$ cat src/rtl/frame_det_pkg.sv
package frame_det_pkg;

   typedef enum logic {
      MATCH_FLAGS = 1'b0,
      MATCH_SHIFT = 1'b1
   } match_style_e;

   localparam int unsigned DEF_FRAME_LEN = 4;
   localparam int unsigned DEF_NUM_PAT   = 2;
   // word i sits at [i*FRAME_LEN +: FRAME_LEN]; MSB is the earliest bit
   localparam logic [7:0]  DEF_PATTERNS  = {4'b1001, 4'b0101};

   function automatic int unsigned pos_width(input int unsigned n);
      return (n <= 2) ? 1 : $clog2(n);
   endfunction

endpackage

$ cat src/rtl/frame_pos_counter.sv
module frame_pos_counter #(
   parameter int unsigned FRAME_LEN = 4,
   parameter int unsigned POS_W     = 2
) (
   input  logic             clk,
   input  logic             rst,
   input  logic             en,
   output logic [POS_W-1:0] pos_q,
   output logic             first_o,
   output logic             last_o
);

   localparam logic [POS_W-1:0] LAST_POS = POS_W'(FRAME_LEN - 1);

   initial begin
      assert (FRAME_LEN >= 2) else $error("frame_pos_counter: FRAME_LEN below 2");
      assert ((1 << POS_W) >= FRAME_LEN) else $error("frame_pos_counter: POS_W too small");
   end

   assign first_o = (pos_q == '0);
   assign last_o  = (pos_q == LAST_POS);

   always_ff @(posedge clk) begin
      if (rst)         pos_q <= '0;
      else if (en) begin
         if (last_o)   pos_q <= '0;
         else          pos_q <= pos_q + 1'b1;
      end
   end

   p_reset_to_start_r7: assert property (@(posedge clk) rst |=> (pos_q == '0));

   p_pos_in_range_r5: assert property (@(posedge clk) disable iff (rst)
      (pos_q <= LAST_POS));

   p_wrap_after_last_r4: assert property (@(posedge clk) disable iff (rst)
      (en && last_o) |=> (pos_q == '0));

   p_idle_holds_r6: assert property (@(posedge clk) disable iff (rst)
      !en |=> $stable(pos_q));

endmodule

$ cat src/rtl/frame_flag_tracker.sv
module frame_flag_tracker #(
   parameter int unsigned                       FRAME_LEN = 4,
   parameter int unsigned                       NUM_PAT   = 2,
   parameter logic [NUM_PAT*FRAME_LEN-1:0]      PATTERNS  = '0,
   parameter int unsigned                       POS_W     = 2
) (
   input  logic             clk,
   input  logic             rst,
   input  logic             en,
   input  logic             x_i,
   input  logic [POS_W-1:0] pos_i,
   input  logic             first_i,
   input  logic             last_i,
   output logic             hit_o,
   output logic             fail_o
);

   logic [NUM_PAT-1:0] alive_q;
   logic [NUM_PAT-1:0] alive_eff;
   logic [NUM_PAT-1:0] bit_ok;

   for (genvar i = 0; i < NUM_PAT; i++) begin : g_word
      logic [FRAME_LEN-1:0] pat_rev;
      for (genvar p = 0; p < FRAME_LEN; p++) begin : g_bit
         assign pat_rev[p] = PATTERNS[i*FRAME_LEN + FRAME_LEN - 1 - p];
      end
      assign bit_ok[i] = ~(x_i ^ pat_rev[pos_i]);
   end

   assign alive_eff = first_i ? '1 : alive_q;
   assign hit_o     = |(alive_eff & bit_ok);
   assign fail_o    = ~|alive_eff;

   always_ff @(posedge clk) begin
      if (rst)     alive_q <= '1;
      else if (en) alive_q <= alive_eff & bit_ok;
   end

   // once no word can match, the frame stays on the fail path until its end
   p_fail_sticky_r5: assert property (@(posedge clk) disable iff (rst)
      (en && !last_i && fail_o) |=> fail_o);

   p_flags_hold_r6: assert property (@(posedge clk) disable iff (rst)
      !en |=> $stable(alive_q));

endmodule

$ cat src/rtl/frame_shift_matcher.sv
module frame_shift_matcher #(
   parameter int unsigned                  FRAME_LEN = 4,
   parameter int unsigned                  NUM_PAT   = 2,
   parameter logic [NUM_PAT*FRAME_LEN-1:0] PATTERNS  = '0
) (
   input  logic clk,
   input  logic rst,
   input  logic en,
   input  logic x_i,
   output logic hit_o
);

   logic [FRAME_LEN-2:0] sh_q;
   logic [FRAME_LEN-1:0] word;
   logic [NUM_PAT-1:0]   eq;

   assign word = {sh_q, x_i};

   for (genvar i = 0; i < NUM_PAT; i++) begin : g_cmp
      assign eq[i] = (word == PATTERNS[i*FRAME_LEN +: FRAME_LEN]);
   end

   assign hit_o = |eq;

   always_ff @(posedge clk) begin
      if (rst)     sh_q <= '0;
      else if (en) sh_q <= word[FRAME_LEN-2:0];
   end

   p_shift_hold_r6: assert property (@(posedge clk) disable iff (rst)
      !en |=> $stable(sh_q));

endmodule

$ cat src/rtl/frame_pattern_det.sv
module frame_pattern_det
   import frame_det_pkg::*;
#(
   parameter int unsigned                  FRAME_LEN   = DEF_FRAME_LEN,
   parameter int unsigned                  NUM_PAT     = DEF_NUM_PAT,
   parameter logic [NUM_PAT*FRAME_LEN-1:0] PATTERNS    = DEF_PATTERNS,
   parameter match_style_e                 MATCH_STYLE = MATCH_FLAGS
) (
   input  logic clk,
   input  logic rst,
   input  logic smp_en,
   input  logic x_in,
   output logic z_out
);

   localparam int unsigned POS_W = pos_width(FRAME_LEN);

   initial begin
      assert (FRAME_LEN >= 2) else $error("frame_pattern_det: FRAME_LEN below 2");
      assert (NUM_PAT >= 1)   else $error("frame_pattern_det: NUM_PAT is 0");
   end

   logic [POS_W-1:0] pos;
   logic             at_first;
   logic             at_last;
   logic             hit;

   frame_pos_counter #(
      .FRAME_LEN (FRAME_LEN),
      .POS_W     (POS_W)
   ) u_pos (
      .clk     (clk),
      .rst     (rst),
      .en      (smp_en),
      .pos_q   (pos),
      .first_o (at_first),
      .last_o  (at_last)
   );

   if (MATCH_STYLE == MATCH_FLAGS) begin : g_flags
      logic fail;
      frame_flag_tracker #(
         .FRAME_LEN (FRAME_LEN),
         .NUM_PAT   (NUM_PAT),
         .PATTERNS  (PATTERNS),
         .POS_W     (POS_W)
      ) u_match (
         .clk     (clk),
         .rst     (rst),
         .en      (smp_en),
         .x_i     (x_in),
         .pos_i   (pos),
         .first_i (at_first),
         .last_i  (at_last),
         .hit_o   (hit),
         .fail_o  (fail)
      );
      p_fail_no_z_r5: assert property (@(posedge clk) disable iff (rst)
         fail |-> !z_out);
   end else begin : g_shift
      frame_shift_matcher #(
         .FRAME_LEN (FRAME_LEN),
         .NUM_PAT   (NUM_PAT),
         .PATTERNS  (PATTERNS)
      ) u_match (
         .clk   (clk),
         .rst   (rst),
         .en    (smp_en),
         .x_i   (x_in),
         .hit_o (hit)
      );
   end

   assign z_out = smp_en & at_last & hit;

   p_z_then_start_r4: assert property (@(posedge clk) disable iff (rst)
      z_out |=> at_first);

endmodule

$ cat config.mk
export PLATFORM = sky130hd
export DESIGN_NAME = frame_pattern_det
export DESIGN_NICKNAME = d
export VERILOG_FILES = /design/src/rtl/frame_det_pkg.sv /design/src/rtl/frame_pos_counter.sv /design/src/rtl/frame_flag_tracker.sv /design/src/rtl/frame_shift_matcher.sv /design/src/rtl/frame_pattern_det.sv
export SDC_FILE = /design/constraint.sdc
export NUM_CORES = 1
export LEC_CHECK = 0
export BUFFER_PORTS_ARGS = -buffer_cell sky130_fd_sc_hd__clkbuf_2
export CORE_AREA = 5 5 42 44
export CTS_BUF_LIST = sky130_fd_sc_hd__clkbuf_16
export DETAILED_ROUTE_END_ITERATION = 10
export DIE_AREA = 0 0 47 49
export GPL_TIMING_DRIVEN = 0
export PLACE_DENSITY = 0.38
export SETUP_SLACK_MARGIN = 0.4
export SLEW_MARGIN = 20
export SYNTH_ARGS = -nofsm -noshare
export SYNTH_HDL_FRONTEND = slang
export SYNTH_SLANG_ARGS = --single-unit
$ cat constraint.sdc
create_clock -name clk -period 1.6 [get_ports clk]
set_input_delay 0.16 -clock clk [delete_from_list [all_inputs] [get_ports clk]]
set_output_delay 0.16 -clock clk [all_outputs]
set_load 0.01 [all_outputs]
==> impl_results.md <==
* Status: complete, but fails checks
* Failing checks: setup timing
* Synth top area share at 27.8%
* Vias in the first global route at 240
* Post-route setup TNS at -196 ps
* Top cells by count, synth: 5 x a21oi_1, 4 x dfxtp_1, 4 x nor2_1, 3 x inv_1
* Max incr delay on CP at 320 ps
* Root Driver: clkbuf_16
* Final worst-path cycle share at 106%
* Setup Skew at 0.422 ps
* Ys async rst share at 0%
* Fin. max-slew vios at 0
* Crit-path cells: buf_6 > inv_4 > ha_4 > buf_4 > buf_6 > buf_6 > buf_6 > xnor2_2 > a21oi_2 > or2_1
* Min Tclk post-route at 1700 ps
* GRT Total Usage at 6.34%
* Clk slew on worst S/H paths at 30 ps
* Worst hold margin at 133 ps
* DPL Wire Length at 478 µm
* Area added between synthesis and finish at 80.9%
* Ant. Diodes at 0
* Clk_lat worst skew at 220 ps
* Hold Crit Class: primary input to flip-flop
* Number of DRC markers in iteration 0 at 5
* Clock group share of total power at 57.4%
* CTS tree: built
* Startpoint types: flip-flop
* Post-route setup slack at -100 ps
* Peak supply drop at 0.000660 V
* Setup crit end kind: flip-flop
* Cells on worst reg2reg path at 10
* Initial antenna violation count at 0
* Leakage dissipation at 0.000246 µW
* Cts hold-fix bufs at 0
* Metal2 WL at 413 µm
* Top post-synthesis cells by area: dfxtp_1 28%, a21oi_1 8.7%, ha_1 8.7%
* Internal Dissipation at 530 µW
* Required time worst endpoint at 1710 ps
* FF/Latch Area at 82.6 µm²
* R2r endpoint: g_flags.u_match.alive_q[1]
* Maxcap violations at 0
* Fmax at 588 MHz
* Worst slew margin at 84.5%
* Reg-to-Reg Start: u_pos.pos_q[0]
* Seq cells post-synth at 4
* Most used cell along the critical path: buf_6
* Fill cells at 153
* CTS Buf Count at 3
* Largest net degree at the start of global routing at 8
* Height of the die at 49 µm
* Crit path DAT at 1810 ps
* WHS Endpoint: u_pos.pos_q[0]
* Final Hold Viols at 0
* DR top layer: met3
* Worst Min Path Start: rst
* Routability congestion estimate from global placement at 0.687
* Top_reg_cell synth: dfxtp_1
* Clock Sinks at 4
* RSZ-0062 raised after global routing: true
* Yosys warns at 0
* Wire per inst at 12.0 µm
* Residual DRC at 0
* Number of vias per cell at 4.39
* CTS max path bufs at 2
* Finished Core Util at 37.1%
* Rows at 14
* Slowest cell on crit path: dfxtp_2
* Cell area after synthesis at 288 µm²
* Met3 wire len at 31 µm
* PortBufs at 2
* Initial Util at 20.5%
* Area of the multi-input gates at 209 µm²
* Post-synth EDFFs at 0
* Sw Pwr at 143 µW
* Die area at 0.00230 mm²
* Die X at 47 µm
* Remaining antenna violation count at 0
* Count of final setup violators at 2
* Worst reg-to-reg setup slack at -100 ps
* Layout cells sized above 1 at 56.3%
* Part of the power in combinational logic at 24.6%
* Synth Net Count at 40
* CP Class: flip-flop to flip-flop
* GRT Residual Overflow at 0
* Met1 Routed Length at 321 µm
* DRT Wirelength at 766 µm
* Cell count after synthesis at 34
* Worst-margin pin slew at 232 ps
* First-pass GRT wire length at 966 µm
* Flop pwr share at 18.0%
* IO Pins at 5
* Drt pass-1 iters at 3
* CP max FO at 6
* H-tree depth at 1
* Core ar. at 0.00140 mm²
* Via count at 281
* Seq/Total Area, Yosys at 27.8%
* Syn_area_per_cell at 8.46 µm²
* Net count reported at finish at 56
* Pwr Density at 1290 mW/mm²
* Sw Ratio at 21.3%
* Hold path depth at 2
* Most frequent cell after synthesis: a21oi_1
* Unique masters post-synth at 18
* Post-synth top area cell: dfxtp_1
==> metal layers <==
metal  global-route usage [%]  vias to the layer above
met5                        0                        -
li1                         -                      144
met1                     6.59                      133
met4                     6.91                        0
met2                     8.82                        4
met3                     2.21                        0
==> cell type report <==
| cell class | count | area share, % |
|---|---|---|
| multi-input cells | 24 | 40.1 |
| repair buffers | 11 | 17.8 |
| flip-flops and latches | 4 | 15.9 |
| clock buffers | 3 | 14.4 |
| plain buffers | 3 | 5.29 |
| well taps | 16 | 3.85 |
| inverters | 3 | 2.64 |
==> flip-flops by register name, indices dropped and copies added (netlist names) <==
| name | cells |
|---|---|
| g_flags.u_match.alive_q | 2 |
| u_pos.pos_q | 2 |
==> power by group through the flow <==
stage          Clock, µW  Combinational [µW]  Sequential, µW
2_1_floorplan          0                80.1             118
3_3_place_gp           0                93.4             120
3_5_place_dp           0                96.3             120
4_1_cts              391                 149             120
5_1_grt              397                 174             122
6_report             386                 165             121
==> cell usage in the layout, fill, tap and decap left out <==
cell type / n
a211oi_2: 1
buf_6: 6
o211a_1: 1
nor2b_1: 1
nor2_1: 4
o21a_2: 2
buf_4: 5
ha_1: 1
clkbuf_2: 1
clkbuf_16: 3
o211ai_1: 1
dfxtp_2: 2
xor2_1: 1
o32ai_2: 1
ha_4: 1
xnor2_2: 1
a21oi_2: 1
buf_2: 2
dfxtp_1: 2
mux2i_1: 2
inv_4: 1
inv_1: 2
or2_1: 2
a21oi_1: 4
==> logic make-up after synthesis <==
logic type / share of synthesized area [%]
muxes: 6.96
adders and majority gates: 8.69
AOI/OAI and AO/OA: 26.5
and+or+nand+nor: 11.7
buffers and inverters: 12.2
DFF: 27.8
xor gates and xnor gates: 6.09
==> critical path: cells and delay by family (launching register included) <==
kind / cells / cell delay (ps)
simple gates: 1 / 200
flops: 1 / 320
xor+xnor: 1 / 170
compound gates: 1 / 90
buf+inv: 6 / 570
fa+ha+maj: 1 / 230
==> stage by stage <==
step / setup WS, ps / cell area (µm²) / instances / total power (µW)
5_1_grt: -162 / 520 / 64 / 693
6_report: -100 / 520 / 64 / 673
3_5_place_dp: 26.7 / 343 / 52 / 217
2_1_floorplan: 168 / 313 / 34 / 199
4_1_cts: -117 / 498 / 62 / 661
3_3_place_gp: 48.7 / 343 / 52 / 214
==> worst max path at each step <==
stage,start,to,slack (ps),depth (start not counted)
after floorplan,u_pos.pos_q[0],z_out,170,6
after global placement,u_pos.pos_q[0],z_out,50,7
after detailed placement,u_pos.pos_q[0],z_out,30,7
after CTS,u_pos.pos_q[0],z_out,-120,7
after global routing,u_pos.pos_q[0],z_out,-160,7
final,u_pos.pos_q[0],g_flags.u_match.alive_q[1],-100,10
==> what timing repair did <==
item                                    in CTS  in global routing
setup buffers                                7                  2
endpoints found under the setup margin       2                  2
gates resized for setup                      6                  3
pin swaps                                    5                  5
No activity file was read; power rests on OpenSTA's default activity.
